==> src/rtl/bbscan_pkg.sv <==
package bbscan_pkg;

  typedef enum logic [1:0] {
    ST_IDLE  = 2'd0,
    ST_ISSUE = 2'd1,
    ST_WAIT  = 2'd2,
    ST_DONE  = 2'd3
  } scan_state_e;

  // Marker verdict: strict flags anything not erased, lenient only 00h.
  function automatic logic marker_is_bad(input logic [7:0] v, input bit strict);
    if (strict) return (v != 8'hFF);
    return (v == 8'h00);
  endfunction

endpackage

==> src/rtl/bbscan_ctrl.sv <==
module bbscan_ctrl
  import bbscan_pkg::*;
#(
  parameter int NUM_BLOCKS      = 2048,
  parameter int PAGES_PER_BLOCK = 64,
  parameter int MARKER_COL      = 2048,
  parameter int COL_W           = 12,
  localparam int BLK_W  = $clog2(NUM_BLOCKS),
  localparam int PAGE_W = $clog2(PAGES_PER_BLOCK),
  localparam int ROW_W  = BLK_W + PAGE_W
) (
  input  logic             clk,
  input  logic             rst_n,
  input  logic             start,
  input  logic             cmd_ready,
  input  logic             rd_valid,
  output logic             cmd_valid,
  output logic [ROW_W-1:0] cmd_row,
  output logic [COL_W-1:0] cmd_col,
  output logic             busy,
  output logic             done,
  output logic             clear,
  output logic             fire,
  output logic [BLK_W-1:0] probe_blk
);

  localparam logic [BLK_W-1:0] LAST_BLK = BLK_W'(NUM_BLOCKS - 1);

  scan_state_e      state_q, state_d;
  logic [BLK_W-1:0] blk_q, blk_d;

  always_comb begin
    state_d = state_q;
    blk_d   = blk_q;
    clear   = 1'b0;
    fire    = 1'b0;
    case (state_q)
      ST_IDLE, ST_DONE: begin
        if (start) begin
          clear   = 1'b1;
          blk_d   = '0;
          state_d = ST_ISSUE;
        end
      end
      ST_ISSUE: begin
        if (cmd_ready) state_d = ST_WAIT;
      end
      ST_WAIT: begin
        if (rd_valid) begin
          fire = 1'b1;
          if (blk_q == LAST_BLK) begin
            state_d = ST_DONE;
          end else begin
            blk_d   = blk_q + 1'b1;
            state_d = ST_ISSUE;
          end
        end
      end
      default: state_d = ST_IDLE;
    endcase
  end

  always_ff @(posedge clk or negedge rst_n) begin
    if (!rst_n) begin
      state_q <= ST_IDLE;
      blk_q   <= '0;
    end else begin
      state_q <= state_d;
      blk_q   <= blk_d;
    end
  end

  assign cmd_valid = (state_q == ST_ISSUE);
  assign cmd_row   = ROW_W'(blk_q) << PAGE_W;
  assign cmd_col   = COL_W'(MARKER_COL);
  assign busy      = (state_q == ST_ISSUE) || (state_q == ST_WAIT);
  assign done      = (state_q == ST_DONE);
  assign probe_blk = blk_q;

  // a pending request is held with a stable row
  a_r2_req_hold: assert property (@(posedge clk) disable iff (!rst_n)
    (cmd_valid && !cmd_ready) |=> (cmd_valid && $stable(cmd_row)));

  // nothing new is requested while a byte is outstanding
  a_r3_quiet_wait: assert property (@(posedge clk) disable iff (!rst_n)
    (cmd_valid && cmd_ready) |=> !cmd_valid);

endmodule

==> src/rtl/bbscan_bitmap.sv <==
module bbscan_bitmap #(
  parameter int NUM_BLOCKS = 2048,
  localparam int BLK_W = $clog2(NUM_BLOCKS)
) (
  input  logic             clk,
  input  logic             rst_n,
  input  logic             clear,
  input  logic             set_en,
  input  logic [BLK_W-1:0] set_idx,
  input  logic [BLK_W-1:0] rd_idx,
  output logic             rd_bit
);

  logic [NUM_BLOCKS-1:0] map_q, map_d;

  always_comb begin
    map_d = map_q;
    if (clear)       map_d = '0;
    else if (set_en) map_d[set_idx] = 1'b1;
  end

  always_ff @(posedge clk or negedge rst_n) begin
    if (!rst_n)                map_q <= '0;
    else if (clear || set_en)  map_q <= map_d;
  end

  assign rd_bit = map_q[rd_idx];

  // a clear empties the table on the next cycle
  a_r5_clear_all: assert property (@(posedge clk) disable iff (!rst_n)
    clear |=> (map_q == '0));

endmodule

==> src/rtl/bbscan_tally.sv <==
module bbscan_tally #(
  parameter int NUM_BLOCKS = 2048,
  parameter int MAX_BAD    = 40,
  localparam int CNT_W = $clog2(NUM_BLOCKS + 1)
) (
  input  logic             clk,
  input  logic             rst_n,
  input  logic             clear,
  input  logic             inc,
  output logic [CNT_W-1:0] count,
  output logic             overflow
);

  localparam logic [CNT_W-1:0] LIMIT = CNT_W'(MAX_BAD);

  logic [CNT_W-1:0] cnt_q, cnt_d;
  logic             ovf_q, ovf_d;

  always_comb begin
    cnt_d = cnt_q;
    ovf_d = ovf_q;
    if (clear) begin
      cnt_d = '0;
      ovf_d = 1'b0;
    end else if (inc) begin
      cnt_d = cnt_q + 1'b1;
      if (cnt_q == LIMIT) ovf_d = 1'b1;
    end
  end

  always_ff @(posedge clk or negedge rst_n) begin
    if (!rst_n) begin
      cnt_q <= '0;
      ovf_q <= 1'b0;
    end else if (clear || inc) begin
      cnt_q <= cnt_d;
      ovf_q <= ovf_d;
    end
  end

  assign count    = cnt_q;
  assign overflow = ovf_q;

  // the tally moves by at most one, or returns to zero on clear
  a_r6_count_step: assert property (@(posedge clk) disable iff (!rst_n)
    !clear |=> (cnt_q == $past(cnt_q) || cnt_q == $past(cnt_q) + 1'b1));

  // overflow only while above the allowance, and sticky until clear
  a_r7_overflow_bound: assert property (@(posedge clk) disable iff (!rst_n)
    ovf_q |-> (cnt_q > LIMIT));
  a_r7_overflow_sticky: assert property (@(posedge clk) disable iff (!rst_n)
    (ovf_q && !clear) |=> ovf_q);

endmodule

==> src/rtl/badblk_scanner.sv <==
module badblk_scanner
  import bbscan_pkg::*;
#(
  parameter int NUM_BLOCKS      = 2048,
  parameter int PAGES_PER_BLOCK = 64,
  parameter int DATA_BYTES      = 2048,
  parameter int SPARE_BYTES     = 64,
  parameter int MAX_BAD         = 40,
  parameter bit STRICT_MARK     = 1'b1,
  localparam int BLK_W = $clog2(NUM_BLOCKS),
  localparam int ROW_W = BLK_W + $clog2(PAGES_PER_BLOCK),
  localparam int COL_W = $clog2(DATA_BYTES + SPARE_BYTES),
  localparam int CNT_W = $clog2(NUM_BLOCKS + 1)
) (
  input  logic             clk,
  input  logic             rst_n,
  input  logic             start,
  output logic             cmd_valid,
  input  logic             cmd_ready,
  output logic [ROW_W-1:0] cmd_row,
  output logic [COL_W-1:0] cmd_col,
  input  logic             rd_valid,
  input  logic [7:0]       rd_byte,
  input  logic [BLK_W-1:0] lookup_blk,
  output logic             lookup_bad,
  output logic             busy,
  output logic             done,
  output logic [CNT_W-1:0] bad_count,
  output logic             overflow
);

  logic             clear, fire, is_bad;
  logic [BLK_W-1:0] probe_blk;

  bbscan_ctrl #(
    .NUM_BLOCKS(NUM_BLOCKS), .PAGES_PER_BLOCK(PAGES_PER_BLOCK),
    .MARKER_COL(DATA_BYTES), .COL_W(COL_W)
  ) u_ctrl (
    .clk(clk), .rst_n(rst_n), .start(start), .cmd_ready(cmd_ready),
    .rd_valid(rd_valid), .cmd_valid(cmd_valid), .cmd_row(cmd_row),
    .cmd_col(cmd_col), .busy(busy), .done(done), .clear(clear),
    .fire(fire), .probe_blk(probe_blk)
  );

  assign is_bad = marker_is_bad(rd_byte, STRICT_MARK);

  bbscan_bitmap #(.NUM_BLOCKS(NUM_BLOCKS)) u_map (
    .clk(clk), .rst_n(rst_n), .clear(clear), .set_en(fire && is_bad),
    .set_idx(probe_blk), .rd_idx(lookup_blk), .rd_bit(lookup_bad)
  );

  bbscan_tally #(.NUM_BLOCKS(NUM_BLOCKS), .MAX_BAD(MAX_BAD)) u_tally (
    .clk(clk), .rst_n(rst_n), .clear(clear), .inc(fire && is_bad),
    .count(bad_count), .overflow(overflow)
  );

  // a finished engine issues nothing and is not busy
  a_r8_done_quiet: assert property (@(posedge clk) disable iff (!rst_n)
    done |-> (!cmd_valid && !busy));

  // an accepted start leads to a fresh request with zeroed results
  a_r9_restart_clean: assert property (@(posedge clk) disable iff (!rst_n)
    (start && !busy) |=> (cmd_valid && bad_count == '0 && !overflow));

endmodule

==> config.mk <==
export PLATFORM = sky130hd
export DESIGN_NAME = badblk_scanner
export DESIGN_NICKNAME = d
export VERILOG_FILES = /design/src/rtl/bbscan_pkg.sv /design/src/rtl/bbscan_ctrl.sv /design/src/rtl/bbscan_bitmap.sv /design/src/rtl/bbscan_tally.sv /design/src/rtl/badblk_scanner.sv
export SDC_FILE = /design/constraint.sdc
export NUM_CORES = 2
export LEC_CHECK = 0
export ABC_AREA = 1
export BUFFER_PORTS_ARGS = -buffer_cell sky130_fd_sc_hd__buf_2
export CAP_MARGIN = 20
export CORE_MARGIN = 2
export CORE_UTILIZATION = 45
export DETAILED_ROUTE_END_ITERATION = 10
export PLACE_DENSITY = 0.64
export SLEW_MARGIN = 20
export SYNTH_ARGS = -nofsm -noshare
export SYNTH_HDL_FRONTEND = slang
export SYNTH_SLANG_ARGS = --single-unit
export TNS_END_PERCENT = 50
==> constraint.sdc <==
create_clock -name clk -period 1.9 [get_ports clk]
set_clock_uncertainty 0.05 [all_clocks]
set_input_delay 0.19 -clock clk [delete_from_list [all_inputs] [get_ports clk]]
set_output_delay 0.19 -clock clk [all_outputs]
set_load 0.01 [all_outputs]
* Yosys cells after proc, flatten, opt, wreduce, memory -nomap -nowiden
Index checks and enable logic that the tools add are counted.
** Storage, ports and cells
- Register bits after elaboration :: 2074
- Output and inout bits :: 46
- Word-level logic and storage cells :: 58
** Cells by class
- Add/subtract/negate cells :: 2
- $lt $le $gt $ge :: 3
- Eq/ne operators :: 10
- Muxes and demuxes :: 24
- Bitwise operators :: 1
- Reductions and logical operators :: 13
** Operators with widths (number)
- $mux 2048 :: 2
- $or 2048x2048->2048 :: 1
- $mux 11 :: 3
- $lt 11x12->1 const B :: 2
- $mux 12 :: 2
- $pmux 11 s2 :: 1
- $add 12x1->12 const B :: 1
- $eq 12x6->1 const B :: 1
- $add 11x1->11 const B :: 1
- $bmux 1 s11 :: 1
- $demux 1 s11 :: 1
- $eq 11x11->1 const B :: 1
- $ge 11x1->1 const B :: 1
- $mux 1 :: 9
- $mux 2 :: 4
- $ne 8x8->1 const B :: 1
- $ne 2x2->1 const B :: 3
- $pmux 2 s3 :: 1
- $reduce_and 3->1 :: 2
- $reduce_bool 2->1 :: 3
- $eq 2x2->1 const B :: 2
- $reduce_and 4->1 :: 1
- $eq 2x1->1 const B :: 1
- $logic_and 1x1->1 :: 2
- other kinds (5) :: 6

* Depth between registers and ports, before layout
- Depth after elaboration :: 7
- Mapped depth :: 17
- Mapped depth without buffers :: 15

* By module
From an unflattened synthesis, not the netlist that was laid out.
** Second synthesis, totals
- Cell total of the unflattened synthesis :: 11991
- Area, all modules :: 96023.3 µm²
** By module, submodules not included
- bbscan_bitmap :: times used 1, cells each 11729, area an instance 94102.8 µm²
- bbscan_ctrl :: times used 1, cells each 144, area an instance 1122.3 µm²
- bbscan_tally :: times used 1, cells each 110, area an instance 767.0 µm²
- badblk_scanner :: times used 1, cells each 8, area an instance 31.3 µm²

* Worst setup path before layout
No wires, ideal clock.
- Kind :: register to register
- Start point :: reg u_ctrl.state_q[0]
- End point :: reg u_ctrl.blk_q[9], in the netlist u_ctrl.probe_blk[9]
- Setup time :: 0.086 ns
- Arrival :: 1.934 ns
- Slack :: -0.170 ns
- Cell stages (with the launch flop) :: 14
- Buffers on the path :: 0
- Clock period less this slack :: 2.070 ns
- Cell sequence :: dfrtp_1 inv_1 ha_1 inv_1 o22ai_1 inv_1 nand2_1 a21oi_4 nand2_2 nor2_2 nand2_1 nor2_2 a21oi_1 nor3_1
** On the way
- Word-level cells in the longest chain between the ends :: 4
** RTL lines
- from (decl) :: line bbscan_ctrl.sv:29 : scan_state_e state_q, state_d;
- from (signal assigned) :: line bbscan_ctrl.sv:68 : state_q <= state_d;
- $eq 2x2->1 / $logic_not 2->1 (equally long branches) :: line bbscan_ctrl.sv:37 : case (state_q)
- $reduce_or 2->1 :: line bbscan_ctrl.sv:37
- $ne 2x2->1 (no source line) / $reduce_bool 2->1 (equally long branches)
- $reduce_and 4->1 (no source line)
- to (signal assigned) :: line bbscan_ctrl.sv:69 : blk_q <= blk_d;
- to (decl) :: line bbscan_ctrl.sv:30 : logic [BLK_W-1:0] blk_q, blk_d;
Several ways; a longest one is shown, not always the timed one.
A chain may end at the register's enable or synchronous reset.

* Final worst setup path
- Start point :: reg u_map.map_q[623]
- End point :: out lookup_bad
** On the way
- Word-level cells in the longest chain between the ends :: 2
** RTL lines
- from (decl) :: line bbscan_bitmap.sv:14 : logic [NUM_BLOCKS-1:0] map_q, map_d;
- from (signal assigned) :: line bbscan_bitmap.sv:24 : else if (clear || set_en) map_q <= map_d;
- $bmux 1 s11 :: line bbscan_bitmap.sv:27 : assign rd_bit = map_q[rd_idx];
- $mux 1 (not written as such) :: line bbscan_bitmap.sv:27
- to (decl) :: line badblk_scanner.sv:25 : output logic lookup_bad,
Every way passes these cells. The select of a mux whose other input is x is not followed.

==> run metrics <==
status=complete, but fails checks; violated checks=setup timing; met3 usage=8.87%; GRT Total Usage=35.8%; Syn Inst Count=11600; most frequent cells in the layout=dfrtp_1 (2074), a21oi_1 (2021), nor2_1 (1902), nand2_1 (1902), nand3_1 (1757); share of cells above drive strength 1=20.0%; final hold vios=0; insertion delay to the later sink of the worst-skew pair=870 ps; sequential area share after synthesis=55.0%; Area Growth Syn to Fin=32.1%; Clock Path Buffers=3; Critical Path RT=1660 ps; PortBufs=51; largest net degree at the start of global routing=130; Synth Warn #=0; H-tree Lvls=4; TritonRoute pass-1 iters=9; worst hold slack=22.4 ps; Routed WL=395000 um; final instance area=125000 um^2; Seq cells post-synth=2074; DRT iter0 DRCs=14800; Starting Density=45.2%; NetSw=32.4 mW; grt peak-use layer=met2; Core Util, Final=59.7%; period utilization=157%; average routed wire per standard cell=25.6 um; Mapped Avg Cell Area=8.11 um^2; critical path class=flip-flop to output pin; Critical Path Fanout Max=2; switching share of power=29.2%; commonest non-fill, non-tap cell in the layout=dfrtp_1; gpl congestion=0.931; clock root cell=clkbuf_16; worst slew pin tran=883 ps; TritonCTS Buffers=215; PnR worst setup slack=-1090 ps; leakage power=57.8 nW; Max Cap Viol=0; CP Capture Type=output pin; initial antenna violation count=8; GR Overflow Total=0; drt drc=0; Unique masters post-synth=32; final slew viol count=0; CORE AREA=209000 um^2; Logic pwr share=20.4%; die footprint=213000 um^2; Die H=462 um; Clk pin slew, worst setup/hold paths=60 ps; RSZ-0062 raised after global routing=yes; final layout net count=12500; post-layout min period=2990 ps; via/cell ratio=6.08; Via Count=93800; number of global-route vias before repair=88700; I/O pins=70; setup TNS=-153750 ps; arrival time worst endpoint=2750 ps; Worst Hold Class=input pin to asynchronous set/reset pin; die span in x=462 um; TritonCTS clock tree=built; met2 Use GR=53.3%; first-pass GRT wire length=576000 um; Clk network pwr share=39.8%; PD cells=890 nW/um^2; fmax=0.335 GHz; Final Setup Violations=1957; crit path launch type=flip-flop; CTS Sinks=2074; antenna viol nets, final=0; num rows=168; Int Power=78.6 mW; met1 usage=46.8%; placed wire-length estimate=225000 um; Reg power frac=39.9%; dpl cell area=110000 um^2; Slew HR=41.1%; cell area after synthesis=94400 um^2; VDD IR max=1.09 mV
[final cells by class]
type | instances | area [um^2]
well taps | 2805 | 3510
clock inverters | 70 | 867
repair buffers | 1643 | 21600
multi-input cells | 8297 | 39400
inverters | 200 | 845
flip-flops and latches | 2074 | 51900
diodes | 8 | 20.0
clock buffers | 319 | 6440
repair inverters | 1 | 20.0
fillers | 17500 | 84300
[cell families (layout without fill, tap and decap cells)]
| group | after synthesis | in the layout | share of synthesized area, % |
|---|---|---|---|
| XOR/XNOR | 1 | 1 | 0.00928 |
| AO/OA/AOI/OAI | 2391 | 2391 | 12.7 |
| AND/OR/NAND/NOR | 5877 | 5877 | 26.1 |
| other | 2 | 26 | 0.00796 |
| flip-flops | 2074 | 2074 | 55.0 |
| adder cells (fa/ha/maj) | 10 | 10 | 0.133 |
| buffers and inverters | 1282 | 2233 | 6.08 |
[final timing paths]
check	slack, ps	startpoint	endpoint	depth (start not counted)
max	-1090	u_map.map_q[623]	lookup_bad	14
min	20	rst_n	u_map.map_q[1319]	3
max reg2reg	-240	u_ctrl.state_q[1]	u_map.map_q[1927]	12
min reg2reg	440	u_map.map_q[1129]	u_map.map_q[1129]	2
max in group asynchronous	60	rst_n	u_map.map_q[639]	5
min in group clk	80	rd_byte[4]	u_map.map_q[2047]	8
[critical path, cell delays in order (launching register included)]
cell,delay [ps]
dfrtp_1,380
nand2_1,60
nand3_1,90
nand3_1,140
nand3_1,110
nand3_2,100
nand3_4,130
nand3_2,130
nand3_2,90
buf_6,150
nand3_2,80
nand3_2,80
nand3_2,100
nand2_4,100
buf_6,130
[power by group through the flow]
stage,registers (mW),logic (mW),clock network [mW]
after global routing,44.2,23.5,46.1
final,44.3,22.6,44.1
after global placement,45.1,16.0,0
after CTS,44.3,20.5,44.2
after detailed placement,45.1,16.1,0
after floorplan,45.1,7.91,0
[state kept, by name (all words and copies together), names as in the netlist]
name              count
u_ctrl.probe_blk     11
u_ctrl.state_q        2
u_map.map_q        2048
u_tally.count        12
u_tally.overflow      1
[layer usage]
metal,wire [um],vias to the layer above
li1,-,40200
met1,147000,46100
met2,172000,6082
met3,46100,1446
met4,29700,10
met5,97,-
[cell usage after synthesis, drive strengths merged]
master | n | area [um^2]
a221oi | 2 | 17.5
nand3 | 1918 | 9600
inv | 200 | 756
or2 | 1 | 6.26
conb | 2 | 7.51
nor3 | 10 | 55.1
xnor2 | 1 | 8.76
dfrtp | 2074 | 51900
o21ai | 171 | 856
nor4b | 1 | 8.76
a41oi | 1 | 8.76
nor2 | 2014 | 7640
ha | 10 | 125
nand4 | 2 | 12.5
a21oi | 2216 | 11100
nand2 | 1927 | 7250
buf | 602 | 3180
nor4 | 3 | 18.8
o22ai | 1 | 6.26
clkbuf | 480 | 1800
nor3b | 1 | 7.51
[metrics by stage]
stage | instances | setup WS [ps] | total power [mW]
global placement | 14800 | -1220 | 61.1
floorplan | 11700 | -76.8 | 53.0
CTS | 15300 | -1090 | 109
global route | 15400 | -1160 | 114
finish | 15400 | -1090 | 111
detailed placement | 14800 | -1210 | 61.2
[repair_timing]
action / 4_1_cts / 5_1_grt
endpoints found under the setup margin: 1998 / 2665
setup buffers: 98 / 71
gates cloned: 74 / 30
resized for setup: 354 / 434
hold buffers: 8 / 0
endpoints found under the hold margin: 2092 / 0
pin swaps: 79 / 202
Note: power is estimated with default switching activity, not from simulation.
